<file path="config.mk">
export PLATFORM = sky130hd
export DESIGN_NAME = eeprom_word_reader
export DESIGN_NICKNAME = d
export VERILOG_FILES = /design/src/rtl/eer_pkg.sv /design/src/rtl/eer_half_tick.sv /design/src/rtl/eer_pin_pol.sv /design/src/rtl/eeprom_word_reader.sv
export SDC_FILE = /design/constraint.sdc
export NUM_CORES = 1
export LEC_CHECK = 0
export ABC_CLOCK_PERIOD_IN_PS = 2200
export CORE_MARGIN = 3
export CORE_UTILIZATION = 40
export DETAILED_ROUTE_END_ITERATION = 6
export MAX_ROUTING_LAYER = met4
export SYNTH_ARGS = -nofsm -noshare
export SYNTH_HDL_FRONTEND = slang
export SYNTH_SLANG_ARGS = --single-unit
</file>
<file path="constraint.sdc">
create_clock -name clk -period 2.2 [get_ports clk]
set_input_delay 0.22 -clock clk [delete_from_list [all_inputs] [get_ports clk]]
set_output_delay 0.22 -clock clk [all_outputs]
set_load 0.005 [all_outputs]
</file>
<file path="src/rtl/eer_pkg.sv">
package eer_pkg;

  typedef enum logic [2:0] {
    ST_IDLE = 3'd0,
    ST_SEL  = 3'd1,
    ST_CLO  = 3'd2,
    ST_CHI  = 3'd3,
    ST_DLO  = 3'd4,
    ST_DHI  = 3'd5,
    ST_FIN  = 3'd6
  } eer_state_e;

  // start bit followed by the two-bit read opcode
  localparam logic [2:0] EER_RD_OP = 3'b110;
  localparam int unsigned EER_PAD_W = 2;

endpackage

</file>
<file path="src/rtl/eer_half_tick.sv">
module eer_half_tick #(
  parameter int unsigned HALF_DIV = 500
) (
  input  logic clk,
  input  logic rst_n,
  input  logic run_i,
  output logic tick_o
);
  localparam int unsigned CW = $clog2(HALF_DIV + 1);
  localparam logic [CW-1:0] LAST = CW'(HALF_DIV - 1);

  logic [CW-1:0] cnt_q, cnt_d;

  assign tick_o = run_i && (cnt_q == LAST);

  always_comb begin
    if (!run_i || tick_o) cnt_d = '0;
    else                  cnt_d = cnt_q + 1'b1;
  end

  always_ff @(posedge clk or negedge rst_n) begin
    if (!rst_n) cnt_q <= '0;
    else        cnt_q <= cnt_d;
  end

endmodule

</file>
<file path="src/rtl/eer_pin_pol.sv">
module eer_pin_pol #(
  parameter int unsigned N = 1
) (
  input  logic [N-1:0] lvl_i,
  input  logic [N-1:0] inv_i,
  output logic [N-1:0] lvl_o
);
  for (genvar g = 0; g < N; g++) begin : g_pin
    assign lvl_o[g] = lvl_i[g] ^ inv_i[g];
  end
endmodule

</file>
<file path="src/rtl/eeprom_word_reader.sv">
module eeprom_word_reader
  import eer_pkg::*;
#(
  parameter int unsigned HALF_DIV = 500,
  parameter int unsigned ADDR_W   = 6,
  parameter int unsigned DATA_W   = 16
) (
  input  logic              clk,
  input  logic              rst_n,
  input  logic              rd_req_i,
  input  logic [ADDR_W-1:0] rd_addr_i,
  input  logic [3:0]        pol_i,
  output logic [DATA_W-1:0] rd_data_o,
  output logic              rd_done_o,
  output logic              busy_o,
  output logic              ee_cs_o,
  output logic              ee_sk_o,
  output logic              ee_di_o,
  input  logic              ee_do_i
);
  localparam int unsigned CMD_W = EER_PAD_W + 3 + ADDR_W;
  localparam int unsigned MAXB  = (CMD_W > DATA_W) ? CMD_W : DATA_W;
  localparam int unsigned CNT_W = $clog2(MAXB + 1);
  localparam int unsigned RUN_W = $clog2(HALF_DIV + 2);

  // reset: asynchronous assert, synchronous release
  logic [1:0] rst_sync_q;
  logic       rst_q_n;
  always_ff @(posedge clk or negedge rst_n) begin
    if (!rst_n) rst_sync_q <= 2'b00;
    else        rst_sync_q <= {rst_sync_q[0], 1'b1};
  end
  assign rst_q_n = rst_sync_q[1];

  eer_state_e        state_q, state_d;
  logic [CNT_W-1:0]  bit_q, bit_d;
  logic [CMD_W-1:0]  cmd_q, cmd_d;
  logic [DATA_W-1:0] rx_q, rx_d;
  logic [DATA_W-1:0] rdata_q, rdata_d;
  logic              done_q, done_d;
  logic              cs_q, cs_d, sk_q, sk_d, di_q, di_d;
  logic              tick, do_l;

  eer_half_tick #(.HALF_DIV(HALF_DIV)) u_tick (
    .clk    (clk),
    .rst_n  (rst_q_n),
    .run_i  (state_q != ST_IDLE),
    .tick_o (tick)
  );

  eer_pin_pol #(.N(3)) u_pol_out (
    .lvl_i ({cs_q, sk_q, di_q}),
    .inv_i ({pol_i[3], pol_i[2], pol_i[0]}),
    .lvl_o ({ee_cs_o, ee_sk_o, ee_di_o})
  );

  eer_pin_pol #(.N(1)) u_pol_in (
    .lvl_i (ee_do_i),
    .inv_i (pol_i[1]),
    .lvl_o (do_l)
  );

  // next-state logic
  always_comb begin
    state_d = state_q;
    bit_d   = bit_q;
    cmd_d   = cmd_q;
    rx_d    = rx_q;
    rdata_d = rdata_q;
    done_d  = 1'b0;
    unique case (state_q)
      ST_IDLE: if (rd_req_i) begin
        state_d = ST_SEL;
        cmd_d   = {{EER_PAD_W{1'b0}}, EER_RD_OP, rd_addr_i};
        bit_d   = '0;
      end
      ST_SEL: if (tick) state_d = ST_CLO;
      ST_CLO: if (tick) state_d = ST_CHI;
      ST_CHI: if (tick) begin
        cmd_d = cmd_q << 1;
        if (bit_q == CNT_W'(CMD_W - 1)) begin
          bit_d   = '0;
          state_d = ST_DLO;
        end else begin
          bit_d   = bit_q + 1'b1;
          state_d = ST_CLO;
        end
      end
      ST_DLO: if (tick) state_d = ST_DHI;
      ST_DHI: if (tick) begin
        rx_d = {rx_q[DATA_W-2:0], do_l};
        if (bit_q == CNT_W'(DATA_W - 1)) begin
          bit_d   = '0;
          state_d = ST_FIN;
        end else begin
          bit_d   = bit_q + 1'b1;
          state_d = ST_DLO;
        end
      end
      ST_FIN: if (tick) begin
        state_d = ST_IDLE;
        rdata_d = rx_q;
        done_d  = 1'b1;
      end
      default: state_d = ST_IDLE;
    endcase
    cs_d = (state_q != ST_IDLE) && (state_q != ST_FIN);
    sk_d = (state_q == ST_CHI) || (state_q == ST_DHI);
    di_d = ((state_q == ST_CLO) || (state_q == ST_CHI)) && cmd_q[CMD_W-1];
  end

  // registers
  always_ff @(posedge clk or negedge rst_q_n) begin
    if (!rst_q_n) begin
      state_q <= ST_IDLE;
      bit_q   <= '0;
      cmd_q   <= '0;
      rx_q    <= '0;
      rdata_q <= '0;
      done_q  <= 1'b0;
      cs_q    <= 1'b0;
      sk_q    <= 1'b0;
      di_q    <= 1'b0;
    end else begin
      state_q <= state_d;
      bit_q   <= bit_d;
      cmd_q   <= cmd_d;
      rx_q    <= rx_d;
      rdata_q <= rdata_d;
      done_q  <= done_d;
      cs_q    <= cs_d;
      sk_q    <= sk_d;
      di_q    <= di_d;
    end
  end

  assign rd_data_o = rdata_q;
  assign rd_done_o = done_q;
  assign busy_o    = (state_q != ST_IDLE);

  // phase-length tracker for the R7 check
  logic [RUN_W-1:0] run_q;
  always_ff @(posedge clk or negedge rst_q_n) begin
    if (!rst_q_n)               run_q <= '0;
    else if (sk_d != sk_q)      run_q <= RUN_W'(1);
    else if (run_q != RUN_W'(HALF_DIV)) run_q <= run_q + 1'b1;
  end

  p_phase_min_r7: assert property (@(posedge clk) disable iff (!rst_q_n)
    (sk_d != sk_q) |-> (run_q >= RUN_W'(HALF_DIV)));

  p_di_stable_r3: assert property (@(posedge clk) disable iff (!rst_q_n)
    (sk_q && $past(sk_q)) |-> $stable(di_q));

  p_sk_in_cs_r6: assert property (@(posedge clk) disable iff (!rst_q_n)
    $rose(sk_q) |-> (cs_q && $past(cs_q)));

  p_di_low_data_r4: assert property (@(posedge clk) disable iff (!rst_q_n)
    ((state_q == ST_DHI) && sk_q) |-> !di_q);

  p_done_pulse_r10: assert property (@(posedge clk) disable iff (!rst_q_n)
    rd_done_o |=> !rd_done_o);

  p_rdata_hold_r10: assert property (@(posedge clk) disable iff (!rst_q_n)
    !rd_done_o |-> $stable(rd_data_o));

  p_busy_ignore_r9: assert property (@(posedge clk) disable iff (!rst_q_n)
    (busy_o && !tick) |=> busy_o);

endmodule

</file>
After elaboration in Yosys (flattened, before gate mapping)
Index checks and enable logic that the tools add are counted.
{ "word_totals": {"ff_bits": 66, "in_bits": 14, "output_inout_bits": 21, "elab_cells": 72} }
{ "classes": {"addsub": 2, "n_eq_ne": 17, "muxes": 22, "bitwise_logic": 4, "reduce_logical": 16} }
{ "op_table": {"columns": ["operator", "count"], "rows": [
  ["5-bit two-way mux", 5],
  ["3-bit two-way mux", 8],
  ["11-bit two-way mux", 2],
  ["11-bit case mux with 2 select lines", 1],
  ["3-bit case mux with 7 select lines", 1],
  ["5-bit case mux with 3 select lines", 1],
  ["2-bit by 1-bit != test with 1-bit output (second input constant)", 6],
  ["5-bit by 4-bit == test with 1-bit output (second input constant)", 2],
  ["9-bit by 1-bit adder with 9-bit output (second input constant)", 1],
  ["3-bit == test (second input constant)", 3],
  ["9-bit == test (second input constant)", 1],
  ["9-bit two-way mux", 1],
  ["7-bit AND reduction", 1],
  ["3-bit by 2-bit == test with 1-bit output (second input constant)", 2],
  ["3-bit nonzero test", 2],
  ["5-bit by 1-bit adder with 5-bit output (second input constant)", 1],
  ["2-bit AND reduction", 2],
  ["4-bit AND reduction", 1],
  ["1-bit XOR", 4],
  ["3-bit by 1-bit == test with 1-bit output (second input constant)", 1],
  ["1-bit logical AND", 3],
  ["3-bit logical NOT", 1],
  ["1-bit logical OR", 3],
  ["3-bit != test (second input constant)", 1],
  ["other kinds (6)", 7]
]} }

Logic depth before layout (Yosys ltp)
{ "depth": {"depth_word": 4, "depth_mapped": 7, "depth_no_buf": 7} }

By module
A second synthesis with hierarchy kept.
{ "unflattened": {"hier_cells": 238, "area_unflattened_um2": 2979.1} }
{ "modules_own_cells": {"columns": ["mod", "n_inst", "cells_each", "area_per_inst_um2", "seq_area_each_um2"], "rows": [
  ["eeprom_word_reader", 1, 187, 2451.1, 1426.4],
  ["eer_half_tick", 1, 47, 493.0, 225.2],
  ["eer_pin_pol (u_pol_out)", 1, 3, 26.3, 0.0],
  ["eer_pin_pol (u_pol_in)", 1, 1, 8.8, 0.0]
]} }

Worst setup path before layout
No wires, ideal clock.
{ "synth_timing": {"kind": "register to register", "startpoint": "register u_tick.cnt_q[0]", "endpoint": "register rdata_q[10], in the netlist rd_data_o[10]", "setup_time_ns": 0.125, "arrival_ns": 1.759, "required_ns": 2.075, "setup_slack_ns": 0.316, "path_stages_with_launch": 7, "n_path_buf": 1, "period_less_slack_ns": 1.884, "path_cell_list": "dfrtp_1 > ha_1 > and4bb_4 > nand2_4 > nor3_4 > buf_6 > mux2_2"} }
{ "synth_between": {"elab_chain_cells": 3} }
{ "synth_lines": {"columns": ["item", "line", "source"], "rows": [
  ["start: declaration", "eer_half_tick.sv:12", "logic [CW-1:0] cnt_q, cnt_d;"],
  ["start signal: assignment", "eer_half_tick.sv:23", "else cnt_q <= cnt_d;"],
  ["9-bit == test", "eer_half_tick.sv:14", "assign tick_o = run_i && (cnt_q == LAST);"],
  ["1-bit logical AND", "eer_half_tick.sv:14", null],
  ["2-bit AND reduction (no line)", null, null],
  ["end signal: assignment", "eeprom_word_reader.sv:129", "rdata_q <= rdata_d;"],
  ["end: declaration", "eeprom_word_reader.sv:39", "logic [DATA_W-1:0] rdata_q, rdata_d;"]
]} }
Every way passes these cells.
A chain may end at the register's enable or synchronous reset.

Worst setup path after layout
{ "layout_timing": {"startpoint": "register state_q[0]", "endpoint": "output port busy_o"} }
{ "layout_between": {"elab_chain_cells": 1} }
{ "layout_lines": {"columns": ["item", "line", "source"], "rows": [
  ["start: declaration", "eeprom_word_reader.sv:35", "eer_state_e state_q, state_d;"],
  ["start signal: assignment", "eeprom_word_reader.sv:125", "state_q <= state_d;"],
  ["3-bit nonzero test", "eeprom_word_reader.sv:139", "assign busy_o = (state_q != ST_IDLE);"],
  ["end: declaration", "eeprom_word_reader.sv:15", "output logic busy_o,"]
]} }
Every way passes these cells.

==> impl_results.md <==
* CP top delay family: buffers and inverters
* Multiplexer area fraction after synthesis at between 10% and 20%
* Crit-path cells: inv_1, nand2_1, clkdlybuf4s50_1
* Reg-to-reg setup timing slack at roughly 0.28 ns
* Netlist cell types at 43
* Netlist Area Pre-Place at roughly 2900 um^2
* Cell internal pwr at between 2 and 2.5 mW
* Fmax at roughly 0.50 GHz
* Setup bufs post-CTS at 0
* Worst-path clk slew at 0.07 ns
* Nets@finish at 290
* First-pass GRT wire length at 9.05 mm
* Final Cell Area at about 3600 um^2
* Final WL at between 5 and 6 mm
* Largest net degree at the start of global routing at 44
* RSZ-0062 raised after global routing: no
* Setup Crit Path Kind: flip-flop to output port
* Reg power frac at 50.6%
* Fillers at 642
* Max Cap Viol at 0
* Compound-gate portion of the synthesized area at 9.41%
* Total GRT Usage at between 10 and 15%
* Final HPWL DP at about 3.5 mm
* Leading area contributor after synthesis: dfrtp_1
* CP max-delay cell: dfrtp_1
* Via/cell ratio at around 5
* Post-DP Area at roughly 3400 um^2
* WL/cell at roughly 14 um
* CTS Buffer Depth at 2
* Synth async-reset ratio at 100%
* Clock root cell: clkbuf_8
* CTS Sinks at between 60 and 70
* Adder-cell share of the synthesized area at 2.17%
* Synthesized instance count at about 230
* Simple-gate share of the synthesized area at between 10% and 20%
* Sequential area share after synthesis at between 50% and 60%
* Final Setup Violations at 0
* TritonRoute pass-1 iters at 4
* Worst Reg-to-Reg Cells at 6
* Share of layout cells above drive strength 1 at 22.5%
* GRT overflow at 0
* Main synth FF type: dfrtp_1
* CP Data Required Time at ~2.0 ns
* Met2 WL post-DR at 2.37 mm
* Ant diodes at 0
* Final Util at 51.8%
* Syn_nets at approximately 250
* Slowest stage delay, CP at approximately 0.56 ns
* Leakage at 1.66 nW
* Yosys warns at 0
* Gpl congestion at 0.744
* Crit path time final at about 2 ns
* Final hold vios at 0
* Post-route ant nets at 0
* Met1 wire length at 2.46 mm
* Core ar. at between 6000 and 7000 um^2
* Largest family of logic cells by synthesized area: multiplexers
* WHS at 0.0380 ns
* Total power at between 2 and 3 mW
* Status: finished, final reports clean
* Num ports at 35
* Syn avg cell area at ~13 um^2
* Via count at 1867
* Critical Path AT at about 1.8 ns
* Xor/xnor share of the synthesized area at 3.64%
* Setup TNS at 0 ns
* VDD IR max at between 300 and 400 uV
* Area of the die at a little over 8000 um^2
* Clk Latency, worst-skew pair at approximately 0.34 ns
* Net switching power at approximately 660 uW
* Worst Setup Start Kind: flip-flop
* Initial antenna violation count at 0
* Die X-Extent at around 90 um
* H-Tree Depth at 3
* Top Layer Used: met4
* Sw Ratio at approximately 24%
* PwrDens at between 700 and 800 nW/um^2
* Clock power share at about two fifths
* WL met3 at 150 um
* Syn-to-layout area delta at 24.0%
* Die height at about 90 um
* CTS tree: yes
* Worst-path maximum fanout at 12
* CTS buffer count at 9
* Fin crit share at 91.2%
* Number of global-route vias before repair at ~1800
* Crit end category: output port
* Register bit total from synthesis at 66
* Reg2reg end: rd_data_o[3]
* Row count at 30
* Drt drc at 0
* Post_cts resized at 0
* EDFF count, synth at 0
* Pins over their slew limit at 0
* Worst flop-to-flop path startpoint: u_tick.cnt_q[0]
* Clock Skew at slightly below 0.01 ns
* Main area contributors after synthesis: dfrtp_1 57%, mux2_2 13%, xor2_1 2.4%
* First DRT Iteration DRCs at 101
* Share of the synthesized area in the top cell type at ~57%
* Tightest Hold Check Type: input pin to async pin
* Hold_buf cts at 0
* Initial Util at between 40% and 50%
* IO buf count at 34
* Buffers and inverters on the worst path at 2
* Logic pwr share at approximately 8.6%
-- cells by family (layout without fill, tap and decap cells) --
kind of cell             Yosys count  count (layout)
AO/OA/AOI/OAI                     36              36
XOR/XNOR                          12              12
other                              1               1
buffers and inverters             16              64
AND/OR/NAND/NOR                   59              59
adder cells (fa/ha/maj)            5               5
multiplexers                      33              33
flip-flops                        66              66
-- flip-flops by register name (all words and copies together) (netlist names) --
name / flops
cs_q: 1
rst_sync_q: 2
rd_done_o: 1
sk_q: 1
bit_q: 5
rd_data_o: 16
state_q: 3
u_tick.cnt_q: 9
di_q: 1
rx_q: 16
cmd_q: 11
-- how the worst max path moves through the flow --
stage | from | to | slack (ns) | depth (start not counted)
floorplan | rst_sync_q[1] | bit_q[0] | 0.23 | 0
global placement | rd_req_i | cmd_q[8] | 0.21 | 5
finish | state_q[0] | busy_o | 0.19 | 3
global route | state_q[0] | busy_o | 0.06 | 3
detailed placement | rd_req_i | cmd_q[2] | 0.16 | 5
CTS | state_q[0] | busy_o | 0.17 | 3
-- cell usage after synthesis, types with 2 or more instances --
library cell	instances
nand2_1	10
a21oi_1	2
o21ai_0	4
o22ai_1	8
nand3_1	10
nand4_1	2
mux2_2	33
dfrtp_1	66
a22oi_1	3
a22o_1	4
nand2b_1	5
nor2_1	13
xor2_1	8
o22a_1	2
inv_1	9
xnor2_1	4
a2bb2oi_1	5
buf_2	3
a31oi_1	2
nor3_1	3
and3_1	4
buf_6	2
nor2b_1	2
ha_1	5
-- layout make-up --
cell class / instances / area (um^2) / area share, %
Clock buffer: 10 / 128 / 3.57
Clock inverter: 6 / 90.1 / 2.52
Multi-Input combinational cell: 146 / 1150 / 32.1
Tap cell: 96 / 120 / 3.36
Timing Repair Buffer: 39 / 403 / 11.3
Sequential cell: 66 / 1650 / 46.2
Inverter: 9 / 33.8 / 0.944
-- metal layers --
| layer | GRT usage, % | vias to the layer above |
|---|---|---|
| met4 | 7.16 | 0 |
| met2 | 19.2 | 30 |
| met5 | - | - |
| met3 | 3.42 | 10 |
| met1 | 19.5 | 926 |
| li1 | - | 901 |
-- per-stage QoR --
stage / worst slack, ns / instances
finish: 0.193 / 372
global route: 0.0596 / 372
CTS: 0.169 / 372
detailed placement: 0.163 / 356
global placement: 0.207 / 356
floorplan: 0.226 / 228
-- power by group through the flow --
stage	clock network, mW	registers (mW)	logic (mW)
floorplan	0	1.40	0.159
global placement	0	1.41	0.234
detailed placement	0	1.41	0.238
CTS	1.15	1.39	0.241
global route	1.21	1.40	0.270
finish	1.12	1.39	0.235
-- cell usage in the layout (no fill, tap or decap), drive strengths merged, types with 2 or more instances in the layout --
cell            n
nor2           14
and3            4
nand2          11
xnor2           4
a21oi           3
o21ai           4
a22oi           3
bufinv          2
dfrtp          66
clkbuf         10
xor2            8
buf             5
inv            10
nand2b          5
a22o            4
nand4           2
o22ai           8
clkdlybuf4s50  34
o22a            2
and4bb          2
nand3          10
nor3            4
mux2           33
clkinv          2
nor2b           2
ha              5
a2bb2oi         5
a31oi           2
Note: power is estimated with default switching activity, not from simulation.
